===== src/rtl/sandwich_pkg.sv =====
package sandwich_pkg;

    // History held by the detector: number of bits seen and their values.
    typedef enum logic [2:0] {
        ST_IDLE = 3'd0,  // nothing seen since start
        ST_H0   = 3'd1,  // one bit seen, it was 0
        ST_H1   = 3'd2,  // one bit seen, it was 1
        ST_P00  = 3'd3,  // last two bits 0,0 (older first)
        ST_P01  = 3'd4,  // last two bits 0,1
        ST_P10  = 3'd5,  // last two bits 1,0
        ST_P11  = 3'd6   // last two bits 1,1
    } det_state_t;

endpackage


===== src/rtl/sandwich_next.sv =====
module sandwich_next
    import sandwich_pkg::*;
(
    input  det_state_t cur,
    input  logic       take,
    input  logic       bit_in,
    output det_state_t nxt
);

    det_state_t shifted;

    always_comb begin
        unique case (cur)
            ST_IDLE: shifted = bit_in ? ST_H1  : ST_H0;
            ST_H0:   shifted = bit_in ? ST_P01 : ST_P00;
            ST_H1:   shifted = bit_in ? ST_P11 : ST_P10;
            ST_P00:  shifted = bit_in ? ST_P01 : ST_IDLE;  // third zero restarts
            ST_P01:  shifted = bit_in ? ST_P11 : ST_P10;
            ST_P10:  shifted = bit_in ? ST_P01 : ST_P00;
            ST_P11:  shifted = bit_in ? ST_P11 : ST_P10;
            default: shifted = ST_IDLE;
        endcase
    end

    assign nxt = take ? shifted : cur;

endmodule


===== src/rtl/sandwich_match.sv =====
module sandwich_match
    import sandwich_pkg::*;
(
    input  det_state_t cur,
    input  logic       take,
    input  logic       bit_in,
    output logic       hit
);

    logic closes;

    always_comb begin
        unique case (cur)
            ST_P00:  closes = !bit_in;  // 000
            ST_P01:  closes = !bit_in;  // 010
            ST_P10:  closes = bit_in;   // 101
            ST_IDLE, ST_H0, ST_H1, ST_P11: closes = 1'b0;
            default: closes = 1'b0;
        endcase
    end

    assign hit = take & closes;

endmodule


===== src/rtl/sandwich_detector.sv =====
module sandwich_detector
    import sandwich_pkg::*;
(
    input  logic clk,
    input  logic rst,
    input  logic in_valid,
    input  logic in_bit,
    output logic match_out
);

    det_state_t state;
    det_state_t state_nxt;

    sandwich_next u_next (
        .cur    (state),
        .take   (in_valid),
        .bit_in (in_bit),
        .nxt    (state_nxt)
    );

    sandwich_match u_match (
        .cur    (state),
        .take   (in_valid),
        .bit_in (in_bit),
        .hit    (match_out)
    );

    always_ff @(posedge clk) begin
        if (rst) state <= ST_IDLE;
        else     state <= state_nxt;
    end

    // idle cycles give no output and keep the history
    a_r6_idle_quiet: assert property (@(posedge clk) disable iff (rst)
        !in_valid |-> !match_out);
    a_r6_idle_hold: assert property (@(posedge clk) disable iff (rst)
        !in_valid |=> $stable(state));

    // fewer than two bits of history never reports
    a_r1_short_history: assert property (@(posedge clk) disable iff (rst)
        (state == ST_IDLE || state == ST_H0 || state == ST_H1) |-> !match_out);

    // third zero reports and restarts
    a_r5_triple_zero: assert property (@(posedge clk) disable iff (rst)
        (in_valid && state == ST_P00 && !in_bit) |-> match_out);
    a_r5_restart: assert property (@(posedge clk) disable iff (rst)
        (in_valid && state == ST_P00 && !in_bit) |=> state == ST_IDLE);

    // 111 is not a sandwich
    a_r4_no_triple_one: assert property (@(posedge clk) disable iff (rst)
        (in_valid && state == ST_P11 && in_bit) |-> !match_out);

    // both sandwich windows report
    a_r2_zero_sandwich: assert property (@(posedge clk) disable iff (rst)
        (in_valid && state == ST_P01 && !in_bit) |-> match_out);
    a_r3_one_sandwich: assert property (@(posedge clk) disable iff (rst)
        (in_valid && state == ST_P10 && in_bit) |-> match_out);

endmodule


===== config.mk =====
export PLATFORM = sky130hd
export DESIGN_NAME = sandwich_detector
export DESIGN_NICKNAME = d
export VERILOG_FILES = /design/src/rtl/sandwich_pkg.sv /design/src/rtl/sandwich_next.sv /design/src/rtl/sandwich_match.sv /design/src/rtl/sandwich_detector.sv
export SDC_FILE = /design/constraint.sdc
export NUM_CORES = 1
export LEC_CHECK = 0
export ABC_AREA = 1
export BUFFER_PORTS_ARGS = -buffer_cell sky130_fd_sc_hd__buf_4
export CAP_MARGIN = 20
export CORE_AREA = 2 2 39 41
export DETAILED_ROUTE_END_ITERATION = 16
export DIE_AREA = 0 0 41 43
export PLACE_DENSITY = 0.31
export RECOVER_POWER = 25
export REMOVE_ABC_BUFFERS = 1
export SLEW_MARGIN = 20
export SYNTH_ARGS = -nofsm -noshare
export SYNTH_HDL_FRONTEND = slang
export SYNTH_SLANG_ARGS = --single-unit

===== constraint.sdc =====
create_clock -name clk -period 1.1 [get_ports clk]
set_input_delay 0.22 -clock clk [delete_from_list [all_inputs] [get_ports clk]]
set_output_delay 0.22 -clock clk [all_outputs]
set_load 0.01 [all_outputs]

After elaboration in Yosys (flattened, before gate mapping)
Cells that the tools add are included.
- equal/unequal tests: 6
- mux-type cells: 6
- bitwise logic cells: 1
- reductions and logical operators: 5
- operators by type and width (kind ; count):
    one-hot mux 3 bit (4 select lines) ; 1
    == test 3 bit, second input constant ; 3
    == test 3 x 2 -> 1 bit, second input constant ; 2
    two-way mux 3 bit ; 2
    two-way mux 2 bit ; 2
    OR reduction 2 bit ; 2
    == test 3 x 1 -> 1 bit, second input constant ; 1
    zero test 3 bit ; 1
    OR reduction 3 bit ; 1
    one-hot mux 1 bit (2 select lines) ; 1
    AND 1 bit ; 1
    zero test 1 bit ; 1
- register bits after elaboration: 3
- input port bits: 4
- output and inout port bits: 1
- word-level logic and storage cells: 19

Depth between registers and ports, before layout
- depth after elaboration: 4
- depth in mapped cells: 5
- mapped depth without buffers: 5

Cells and area by module
From an unflattened synthesis, not the netlist that was laid out.
- cell total of the unflattened synthesis: 42
- area total of the unflattened synthesis: 217.7 um^2
- modules (own cells, without submodules) (module ; instances ; cells each ; area each (um^2) ; sequential area each (um^2)):
    sandwich_next ; 1 ; 21 ; 87.6 ; 0.0
    sandwich_detector ; 1 ; 9 ; 82.6 ; 60.1
    sandwich_match ; 1 ; 12 ; 47.5 ; 0.0

Worst setup path before layout
No wires, ideal clock.
- kind: register to output
- start point: reg state[0]
- end point: out match_out
- arrival: 732 ps
- required time: 880 ps
- setup slack: 148 ps
- cell stages (with the launch flop): 5
- path buffers: 0
- path through: dfxtp_1 -> nand2_1 -> o21ai_1 -> nand2_1 -> inv_1
- word-level cells in the longest chain between the ends: 4
- elaborated cells between the ends (all ways): 6
- those cells by class: 3 x eq/ne; 1 x mux; 1 x bitwise; 1 x reduce/logical
- RTL lines (element ; RTL line ; source):
    start, declared ; sandwich_detector.sv:11 ; det_state_t state;
    start signal, assigned ; sandwich_detector.sv:30 ; else state <= state_nxt;
    == test 3 x 2 -> 1 bit / == test 3 bit (equally long branches) ; sandwich_match.sv:13 ; unique case (cur)
    OR reduction 2 bit (no line) ; -- ;
    one-hot mux 1 bit (2 select lines) * ; sandwich_match.sv:13 ;
    AND 1 bit * ; sandwich_match.sv:22 ; assign hit = take & closes;
    end, declared ; sandwich_detector.sv:8 ; output logic match_out
Every way passes the cells marked *; elsewhere a longest branch is shown, timed or not.

Final worst setup path
- start point: reg state[1]
- end point: out match_out
Same word-level chain as after synthesis.

==> impl_metrics.toml <==
[outcome]
status = "complete, but fails checks"
violations = "setup timing"

[layout]
syn_to_final_growth_pct = 56.1
largest_registers = "state x3"
fin_nets = 48
largest_register_ffs = 3
drive_gt1_share_pct = 46.5
diodes = 0
final_cell_area_um2 = 303
regMostFlops = "state"

[critical_path]
cpPeakStageDelay_ns = 0.32
crit_arrival_ns = 1.00
critPathRequiredTime_ns = 0.88
r2r_cells = 5
path_buf_inv = 3
worst-setup-path-type = "register to output port"
endpoint_kind = "output port"
startpoint_type = "register"
path_delay_family = "flip-flops"
worstPathCellList = "inv_2 > nand2_2 > o21ai_2 > nand2_1 > inv_1 > buf_4"
worst_path_max_delay_cell = "dfxtp_2"
r2r-end = "state[1]"
r2r_slack_ns = 0.15
reg2reg_from = "state[0]"
cp_max_fo = 3

[cts]
clock_sinks = 3
clockBufferDepth = 2
clock_latency_ns = 0.23
htree_num_levels = 1
hold_buffers = 0
root_buffer = "clkbuf_4"
cts_made_buffers = 3
cts_tree = "built"
clk_pin_slew_ns = 0.04

[logic_synthesis]
synthSimpleGateAreaFrac_pct = 31.6
synth-compound-area-share_pct = 25.8
ys_warn_count = 0
synth_fa_ha_area_share_pct = 0
syn_area_um2 = 194
ys_types = 10
synthCells = 32
post_synth.cell_area_avg_um2 = 6.06
ys_seq_area_share_pct = 31.0
synth_top_family_by_area = "simple AND/OR/NAND/NOR gates"
synth.area.mux_share_pct = 0
synth_seq_cells = 3
synthXorXnorAreaFrac_pct = 0

[route]
drc_errors = 0
via_per_inst = 3.85
drtPass1Iterations = 4
postRouteAntennaNets = 0
wire_per_inst_um = 7.80
drt_iter0_drc = 4
vias = 227
routed_wl_um = 460

[pwr]
power_density_mw_per_mm2 = 1290
leakagePower_uw = 0.000140
vdd_drop_max_v = 0.000639

[die]
die_width_um = 41
dieArea_mm2 = 0.00176
row_count = 14
initial_core_util_pct = 14.0
ios = 5
coreArea_mm2 = 0.00138
die_h_um = 43

[timing]
rsz0062_at_grt = "true"
min_period_ns = 1.22
setup_viol = 1
setup_ws_ns = -0.116
final_max_slew_viol_count = 0
max_freq_mhz = 822
finalHoldViolations = 0
hold_ws_ns = 0.152
fin_skew_ns = 0.0000584
fin_crit_sh_pct = 111
relSlewSlack_pct = 91.2
setup_tns_ns = -0.116
tightest_slew_ns = 0.130

[global_routing]
overflow = 0
grt_pass1_wl_um = 745
grtUsageTotal_pct = 6.81
antenna_found_initial = 0
grt_max_degree = 7
grt_pass1_vias = 195

[placed_design]
place.gp.congestion = 0.651
dpl-instance-area_um2 = 259
hpwl_um = 363
portBuffers = 4

[worst_hold_path]
hold_depth = 2
hp-start = "rst"
min_to = "state[1]"
hold_class = "input pin to register"

[flow_run]
drv_cap = 0
==> metal layers <==
layer / global-route usage [%] / part of all wire [%] / vias to the layer above / wire length, um
met3: 7.85 / 3.9 / 0 / 18
li1: - / - / 123 / -
met5: 0 / 0 / - / 0
met4: 2.00 / 0 / 0 / 0
met2: 7.19 / 44 / 4 / 201
met1: 8.63 / 52 / 100 / 240
==> kinds of logic (layout without fill, tap and decap cells) <==
logic type             count (synthesis)  in the layout
and+or+nand+nor                       15             15
buffers and inverters                  6             17
AOI/OAI and AO/OA                      8              8
DFF                                    3              3
==> layout by cell type, fill, tap and decap left out, drive strengths merged <==
cell type	instances
o21bai	1
clkbuf	4
buf	7
nand3	4
dfxtp	3
inv	6
a21oi	4
o21ai	3
nand2	11
==> cell type report <==
type | count | area [um2]
clock buffer | 4 | 26.3
fill | 170 | 1080
inverter | 6 | 22.5
multi-input combinational | 23 | 118
sequential | 3 | 63.8
tap | 16 | 20.0
timing repair buffer | 7 | 52.6
==> worst max-delay path by stage <==
stage | depth (start not counted) | slack (ns) | end | start
floorplan | 4 | 0.15 | match_out | state[0]
global placement | 6 | 0.04 | match_out | state[0]
detailed placement | 6 | 0.07 | match_out | state[0]
CTS | 6 | -0.12 | match_out | state[1]
global route | 6 | -0.22 | match_out | state[1]
finish | 6 | -0.12 | match_out | state[1]
==> metrics by stage <==
step           worst slack (ns)  cells  utilization, %  power (uW)
4_1_cts                  -0.117     59            21.6         400
3_5_place_dp             0.0681     54            18.7         190
5_1_grt                  -0.222     59            21.9         422
3_3_place_gp             0.0358     54            18.7         191
2_1_floorplan             0.148     32               -         160
6_report                 -0.116     59            21.9         390
==> synthesized netlist by cell type, drive strengths merged <==
cell / instances / area, um2
nand3: 4 / 20.0
nand2: 11 / 41.3
o21bai: 1 / 7.51
a21oi: 4 / 27.5
dfxtp: 3 / 60.1
o21ai: 3 / 15.0
inv: 6 / 22.5
==> timing repair <==
action                                  4_1_cts  5_1_grt
endpoints found under the setup margin        1        1
buffers inserted                              1        0
resized for setup                             6        1
pin swaps                                     0        2
==> report_power, final <==
part | internal, uW | switching (uW) | total (uW)
logic | 34.2 | 35.0 | 69.2
clock network | 136 | 57.8 | 194
registers | 119 | 7.95 | 127
No activity file was read; power rests on OpenSTA's default activity.
